### src/rtl/fa_pkg.sv
package fa_pkg;
  localparam logic [31:0] FA_SYNC_DEFAULT = 32'h1ACFFC1D;

  typedef struct packed {
    logic vld;
    logic hit;
  } fa_strobe_t;
endpackage

### src/rtl/fa_shift_window.sv
module fa_shift_window #(
  parameter int W = 32
) (
  input  logic         clk,
  input  logic         rst_n,
  input  logic         bit_in,
  input  logic         bit_vld,
  output logic [W-1:0] win_nxt,
  output logic         full_nxt
);
  localparam int FILL_W = $clog2(W + 1);
  localparam logic [FILL_W-1:0] FILL_MAX = FILL_W'(W);

  logic [W-1:0]      win_q;
  logic [FILL_W-1:0] fill_q, fill_d;

  always_comb begin
    win_nxt = win_q;
    fill_d  = fill_q;
    if (bit_vld) begin
      win_nxt = {win_q[W-2:0], bit_in};
      if (fill_q != FILL_MAX) fill_d = fill_q + 1'b1;
    end
    full_nxt = (fill_d == FILL_MAX);
  end

  always_ff @(posedge clk or negedge rst_n) begin
    if (!rst_n) begin
      win_q  <= '0;
      fill_q <= '0;
    end else if (bit_vld) begin
      win_q  <= win_nxt;
      fill_q <= fill_d;
    end
  end

  AST_FILL_LIMIT: assert property (@(posedge clk) disable iff (!rst_n)
    fill_q <= FILL_MAX);
  AST_WIN_HOLD: assert property (@(posedge clk) disable iff (!rst_n)
    !bit_vld |=> $stable(win_q));
endmodule

### src/rtl/fa_marker_cmp.sv
module fa_marker_cmp #(
  parameter int         W      = 32,
  parameter logic [W-1:0] MARKER = fa_pkg::FA_SYNC_DEFAULT
) (
  input  logic [W-1:0] win_nxt,
  input  logic         full_nxt,
  input  logic         bit_vld,
  output logic         hit
);
  logic [W-1:0] eq_bits;

  for (genvar i = 0; i < W; i++) begin : g_eq
    assign eq_bits[i] = ~(win_nxt[i] ^ MARKER[i]);
  end

  assign hit = bit_vld && full_nxt && (&eq_bits);
endmodule

### src/rtl/fa_byte_packer.sv
module fa_byte_packer #(
  parameter int BYTE_W = 8
) (
  input  logic              clk,
  input  logic              rst_n,
  input  logic              bit_vld,
  input  logic              hit,
  input  logic [BYTE_W-1:0] last_bits,
  output logic [BYTE_W-1:0] byte_out,
  output logic              byte_vld,
  output logic              sync_hit
);
  import fa_pkg::*;

  localparam int CNT_W = (BYTE_W > 1) ? $clog2(BYTE_W) : 1;
  localparam logic [CNT_W-1:0] CNT_LAST = CNT_W'(BYTE_W - 1);

  logic [CNT_W-1:0]  cnt_q, cnt_d;
  logic [BYTE_W-1:0] byte_q, byte_d;
  fa_strobe_t        stb_q, stb_d;

  always_comb begin
    cnt_d  = cnt_q;
    byte_d = byte_q;
    stb_d  = '0;
    if (bit_vld) begin
      if (hit) begin
        cnt_d     = '0;
        byte_d    = last_bits;
        stb_d.vld = 1'b1;
        stb_d.hit = 1'b1;
      end else if (cnt_q == CNT_LAST) begin
        cnt_d     = '0;
        byte_d    = last_bits;
        stb_d.vld = 1'b1;
      end else begin
        cnt_d = cnt_q + 1'b1;
      end
    end
  end

  always_ff @(posedge clk or negedge rst_n) begin
    if (!rst_n) begin
      cnt_q  <= '0;
      byte_q <= '0;
      stb_q  <= '0;
    end else begin
      stb_q <= stb_d;
      if (bit_vld) begin
        cnt_q  <= cnt_d;
        byte_q <= byte_d;
      end
    end
  end

  assign byte_out = byte_q;
  assign byte_vld = stb_q.vld;
  assign sync_hit = stb_q.hit;

  AST_IDLE_QUIET: assert property (@(posedge clk) disable iff (!rst_n)
    !bit_vld |=> (!byte_vld && !sync_hit));
  AST_HIT_HAS_BYTE: assert property (@(posedge clk) disable iff (!rst_n)
    sync_hit |-> byte_vld);
  AST_HIT_RESTART: assert property (@(posedge clk) disable iff (!rst_n)
    sync_hit |-> (cnt_q == '0));
  AST_HIT_ONE_CYCLE: assert property (@(posedge clk) disable iff (!rst_n)
    (sync_hit && !bit_vld) |=> !sync_hit);
endmodule

### src/rtl/frame_aligner.sv
module frame_aligner #(
  parameter int                   MARKER_W = 32,
  parameter logic [MARKER_W-1:0] MARKER   = fa_pkg::FA_SYNC_DEFAULT,
  parameter int                   BYTE_W   = 8
) (
  input  logic              clk,
  input  logic              rst_n,
  input  logic              bit_in,
  input  logic              bit_vld,
  output logic [BYTE_W-1:0] byte_out,
  output logic              byte_vld,
  output logic              sync_hit
);
  logic [MARKER_W-1:0] win_nxt;
  logic                full_nxt;
  logic                hit;

  fa_shift_window #(.W(MARKER_W)) u_win (
    .clk      (clk),
    .rst_n    (rst_n),
    .bit_in   (bit_in),
    .bit_vld  (bit_vld),
    .win_nxt  (win_nxt),
    .full_nxt (full_nxt)
  );

  fa_marker_cmp #(.W(MARKER_W), .MARKER(MARKER)) u_cmp (
    .win_nxt  (win_nxt),
    .full_nxt (full_nxt),
    .bit_vld  (bit_vld),
    .hit      (hit)
  );

  fa_byte_packer #(.BYTE_W(BYTE_W)) u_pack (
    .clk       (clk),
    .rst_n     (rst_n),
    .bit_vld   (bit_vld),
    .hit       (hit),
    .last_bits (win_nxt[BYTE_W-1:0]),
    .byte_out  (byte_out),
    .byte_vld  (byte_vld),
    .sync_hit  (sync_hit)
  );

  AST_HIT_LAST_BYTE: assert property (@(posedge clk) disable iff (!rst_n)
    sync_hit |-> (byte_out == MARKER[BYTE_W-1:0]));
  AST_VLD_NEEDS_BIT: assert property (@(posedge clk) disable iff (!rst_n)
    byte_vld |-> $past(bit_vld));
endmodule

### config.mk
export PLATFORM = sky130hd
export DESIGN_NAME = frame_aligner
export DESIGN_NICKNAME = d
export VERILOG_FILES = /design/src/rtl/fa_pkg.sv /design/src/rtl/fa_shift_window.sv /design/src/rtl/fa_marker_cmp.sv /design/src/rtl/fa_byte_packer.sv /design/src/rtl/frame_aligner.sv
export SDC_FILE = /design/constraint.sdc
export NUM_CORES = 1
export LEC_CHECK = 0
export BUFFER_PORTS_ARGS = -buffer_cell sky130_fd_sc_hd__buf_2
export CAP_MARGIN = 20
export CORE_MARGIN = 1.5
export CORE_UTILIZATION = 28
export CTS_CLUSTER_SIZE = 24
export DETAILED_ROUTE_END_ITERATION = 10
export GPL_ROUTABILITY_DRIVEN = 0
export PLACE_DENSITY = 0.44
export SLEW_MARGIN = 25
export SYNTH_ARGS = -nofsm -noshare
export SYNTH_HDL_FRONTEND = slang
export SYNTH_HIERARCHICAL = 1
export SYNTH_SLANG_ARGS = --single-unit
### constraint.sdc
create_clock -name clk -period 3.25 [get_ports clk]
set_input_delay 0.4875 -clock clk [delete_from_list [all_inputs] [get_ports clk]]
set_output_delay 0.4875 -clock clk [all_outputs]
set_load 0.01 [all_outputs]
==> results.txt <==
crit start category -> register
floorplan die area -> 9440 µm²
total wire length -> 4270 µm
Final period util -> 0.932
Worst Path Arrival -> 3210 ps
slew of the pin with the lowest slew margin -> 348 ps
summed instance area of the synthesized netlist -> 2480 µm²
peak clock frequency supported by timing -> 330 MHz
shortest clock period the worst path allows after layout -> 3030 ps
proportion of register bits with asynchronous set or reset after synthesis -> 1.00
leakage dissipation -> 1.24 nW
RSZ-0062 raised after global routing -> no
worst setup path class -> register to register
clock tree from TritonCTS -> built
flip-flop and latch area -> 1280 µm²
sequential share of the synthesized area -> 0.514
Port Buf Inserts -> 13
met1 wire length -> 2180 µm
most common cell in the netlist -> sky130_fd_sc_hd__mux2_2
IR drop worst, VDD -> 0.252 mV
Final TNS setup -> 0 ps
power density over the cells -> 766 nW/µm²
worst min-delay path category -> input port to asynchronous set/reset pin
total area of multi-input combinational cells -> 1140 µm²
number of top-level design ports -> 14
met2 routed WL -> 1940 µm
final standard cell utilization of the core -> 0.323
DPL Wire Length -> 3010 µm
number of library cell types mapped by synthesis -> 30
top cells by instance count after synthesis -> sky130_fd_sc_hd__mux2_2 (71), sky130_fd_sc_hd__dfrtp_1 (51), sky130_fd_sc_hd__buf_2 (7)
CP max FO -> 9
share of total power in the clock network -> 0.171
Logic pwr share -> 0.314
clk buf depth -> 2
largest net degree at the start of global routing -> 28
number of maximum-capacitance violations -> 0
DR vias/cell -> 4.54
global-route usage over all layers -> 0.0967
number of core rows -> 34
Final Worst Setup Slack -> 221 ps
Post-synth EDFFs -> 0
Syn Nets -> 186
detailed router's first-iteration violation count -> 54
Die Ht -> 97.2 µm
syn avg cell area -> 13.9 µm²
count of inserted antenna diode cells -> 0
number of cells in the design after placement -> 299
Inserted Clock Buffers -> 5
antenna-violating nets left -> 0
power spent charging and discharging nets -> 0.671 mW
Yosys top cell by area -> sky130_fd_sc_hd__dfrtp_1
Filler Cells Inserted -> 859
internal power consumption -> 1.47 mW
Placed Area -> 2700 µm²
DR vias -> 1,393
cell count after synthesis -> 178
worst slew margin relative to its limit -> 0.767
CTS H-Tree Depth -> 2
Worst-path clk slew -> 90 ps
first-pass GRT wire length -> 7260 µm
remaining routing DRC violations -> 0
DIE WIDTH -> 97.2 µm
global route total overflow -> 0
Worst Setup End Kind -> register
area share of the leading cell type in the synthesized netlist -> 0.514
Final Max Slew Viols -> 0
post-synthesis register bit count -> 51
Final setup viols -> 0
detailed-routed wire length on met3 -> 114 µm
share of total power consumed by net switching -> 0.314
Fin. Hold Viols -> 0
Area Overhead vs Synth -> 12.4%
root buffer cell -> sky130_fd_sc_hd__clkbuf_8
Fin Clk Skew -> 4.67 ps
drt first pass iters -> 4
Worst EP required -> 3430 ps
Design Area, Final -> 2790 µm²
top routing layer in use -> met4
warning count from the yosys run -> 6
antenna violations before repair -> 0
Floorplan Core Area -> 8640 µm²
fraction of power consumed by sequential logic -> 0.514
cells taking the most area after synthesis -> sky130_fd_sc_hd__dfrtp_1 (51%), sky130_fd_sc_hd__mux2_2 (32%), sky130_fd_sc_hd__ha_1 (2.0%)
clock sink count -> 51
number of nets in the layout -> 207
vias in the first global route -> 1,434
leading register cell type out of synthesis -> sky130_fd_sc_hd__dfrtp_1
run status -> finished, final reports clean
clock latency reported for the late side of the worst-skew pair -> 290 ps
average wire per standard cell -> 13.9 µm
layout cell share with drive strength beyond 1 -> 0.528
non-filler cells, final -> 307
starting density of the core -> 0.287
post-placement worst setup slack -> 89.4 ps
## metal layers
layer,GRT usage,vias up
met5,0,-
met2,0.139,8
li1,-,692
met1,0.139,691
met4,0.0368,0
met3,0.0252,2
## through the flow
step	hold slack, ps	power (mW)
after global routing	95.9	2.30
after global placement	416	1.79
after CTS	84.4	2.17
after detailed placement	411	1.79
final	86.0	2.14
after floorplan	192	1.58
## power by group through the flow
stage                     clock network (mW)  logic (mW)  registers (mW)
final                                  0.366       0.672            1.10
after global routing                   0.410       0.745            1.14
after CTS                              0.389       0.673            1.11
after detailed placement                   0       0.669            1.12
after global placement                     0       0.668            1.12
after floorplan                            0       0.499            1.08
## cells in the final DEF, fill, tap and decap left out, drive strengths merged, types with 2 or more instances in the layout
| cell | count |
|---|---|
| mux2 | 72 |
| dfrtp | 51 |
| buf | 22 |
| clkbuf | 6 |
| inv | 6 |
| nand4 | 6 |
| nand2 | 5 |
| o21ai | 5 |
| ha | 4 |
| xnor2 | 3 |
| nor4b | 3 |
| or4b | 2 |
| nor4 | 2 |
| and2 | 2 |
## worst max-delay path, stage by stage, from the launching register on
cell                      delay (ps)
sky130_fd_sc_hd__dfrtp_1         390
sky130_fd_sc_hd__inv_1            60
sky130_fd_sc_hd__ha_1            260
sky130_fd_sc_hd__nand2_1          60
sky130_fd_sc_hd__o21ai_0         110
sky130_fd_sc_hd__or3_1           340
sky130_fd_sc_hd__nor4b_2         300
sky130_fd_sc_hd__nand4_1         110
sky130_fd_sc_hd__or4_1           550
sky130_fd_sc_hd__nor4_2          140
sky130_fd_sc_hd__buf_4           160
sky130_fd_sc_hd__o21ai_4         110
sky130_fd_sc_hd__mux2_1          330
## logic make-up after synthesis
group | share of synthesized area
muxes | 0.331
DFF | 0.514
and+or+nand+nor | 0.0761
buffers and inverters | 0.0277
AOI/OAI and AO/OA | 0.0171
xor gates and xnor gates | 0.0141
adders and majority gates | 0.0202
## area by class of cell
cell class | instances | area share
Clock inverter | 1 | 0.00179
Sequential cell | 51 | 0.457
Inverter | 6 | 0.00807
Clock buffer | 6 | 0.0296
Tap cell | 108 | 0.0484
Timing Repair Buffer | 22 | 0.0475
Multi-Input combinational cell | 113 | 0.407
## path summary, 6_finish.rpt
kind                                                        to  slack (ps)  depth (start not counted)                            from
worst min-delay path               u_win/fill_q[2]$_DFFE_PN0P_          90                          1                           rst_n
min in group clk                    u_win/win_q[0]$_DFFE_PN0P_         440                          2                          bit_in
max in group asynchronous          u_win/win_q[29]$_DFFE_PN0P_        2580                          2                           rst_n
worst min register to register  u_pack/byte_out[5]$_DFFE_PN0P_         510                          1  u_pack/byte_out[5]$_DFFE_PN0P_
worst max-delay path            u_pack/byte_out[3]$_DFFE_PN0P_         220                         12     u_win/fill_q[1]$_DFFE_PN0P_
worst max register to register  u_pack/byte_out[3]$_DFFE_PN0P_         220                         12     u_win/fill_q[1]$_DFFE_PN0P_
## sequential cells by signal, indices dropped and copies added, names as in the netlist
name	cells
u_pack/sync_hit	1
u_win/win_q	32
u_pack/byte_out	8
u_pack/cnt_q	3
u_pack/byte_vld	1
u_win/fill_q	6
## timing repair
action | in CTS | in global routing
buffers inserted | 0 | 1
hold buffers | 0 | 0
endpoints found under the setup margin | 0 | 3
resized for setup | 0 | 0
(Power assumes the default switching activity.)
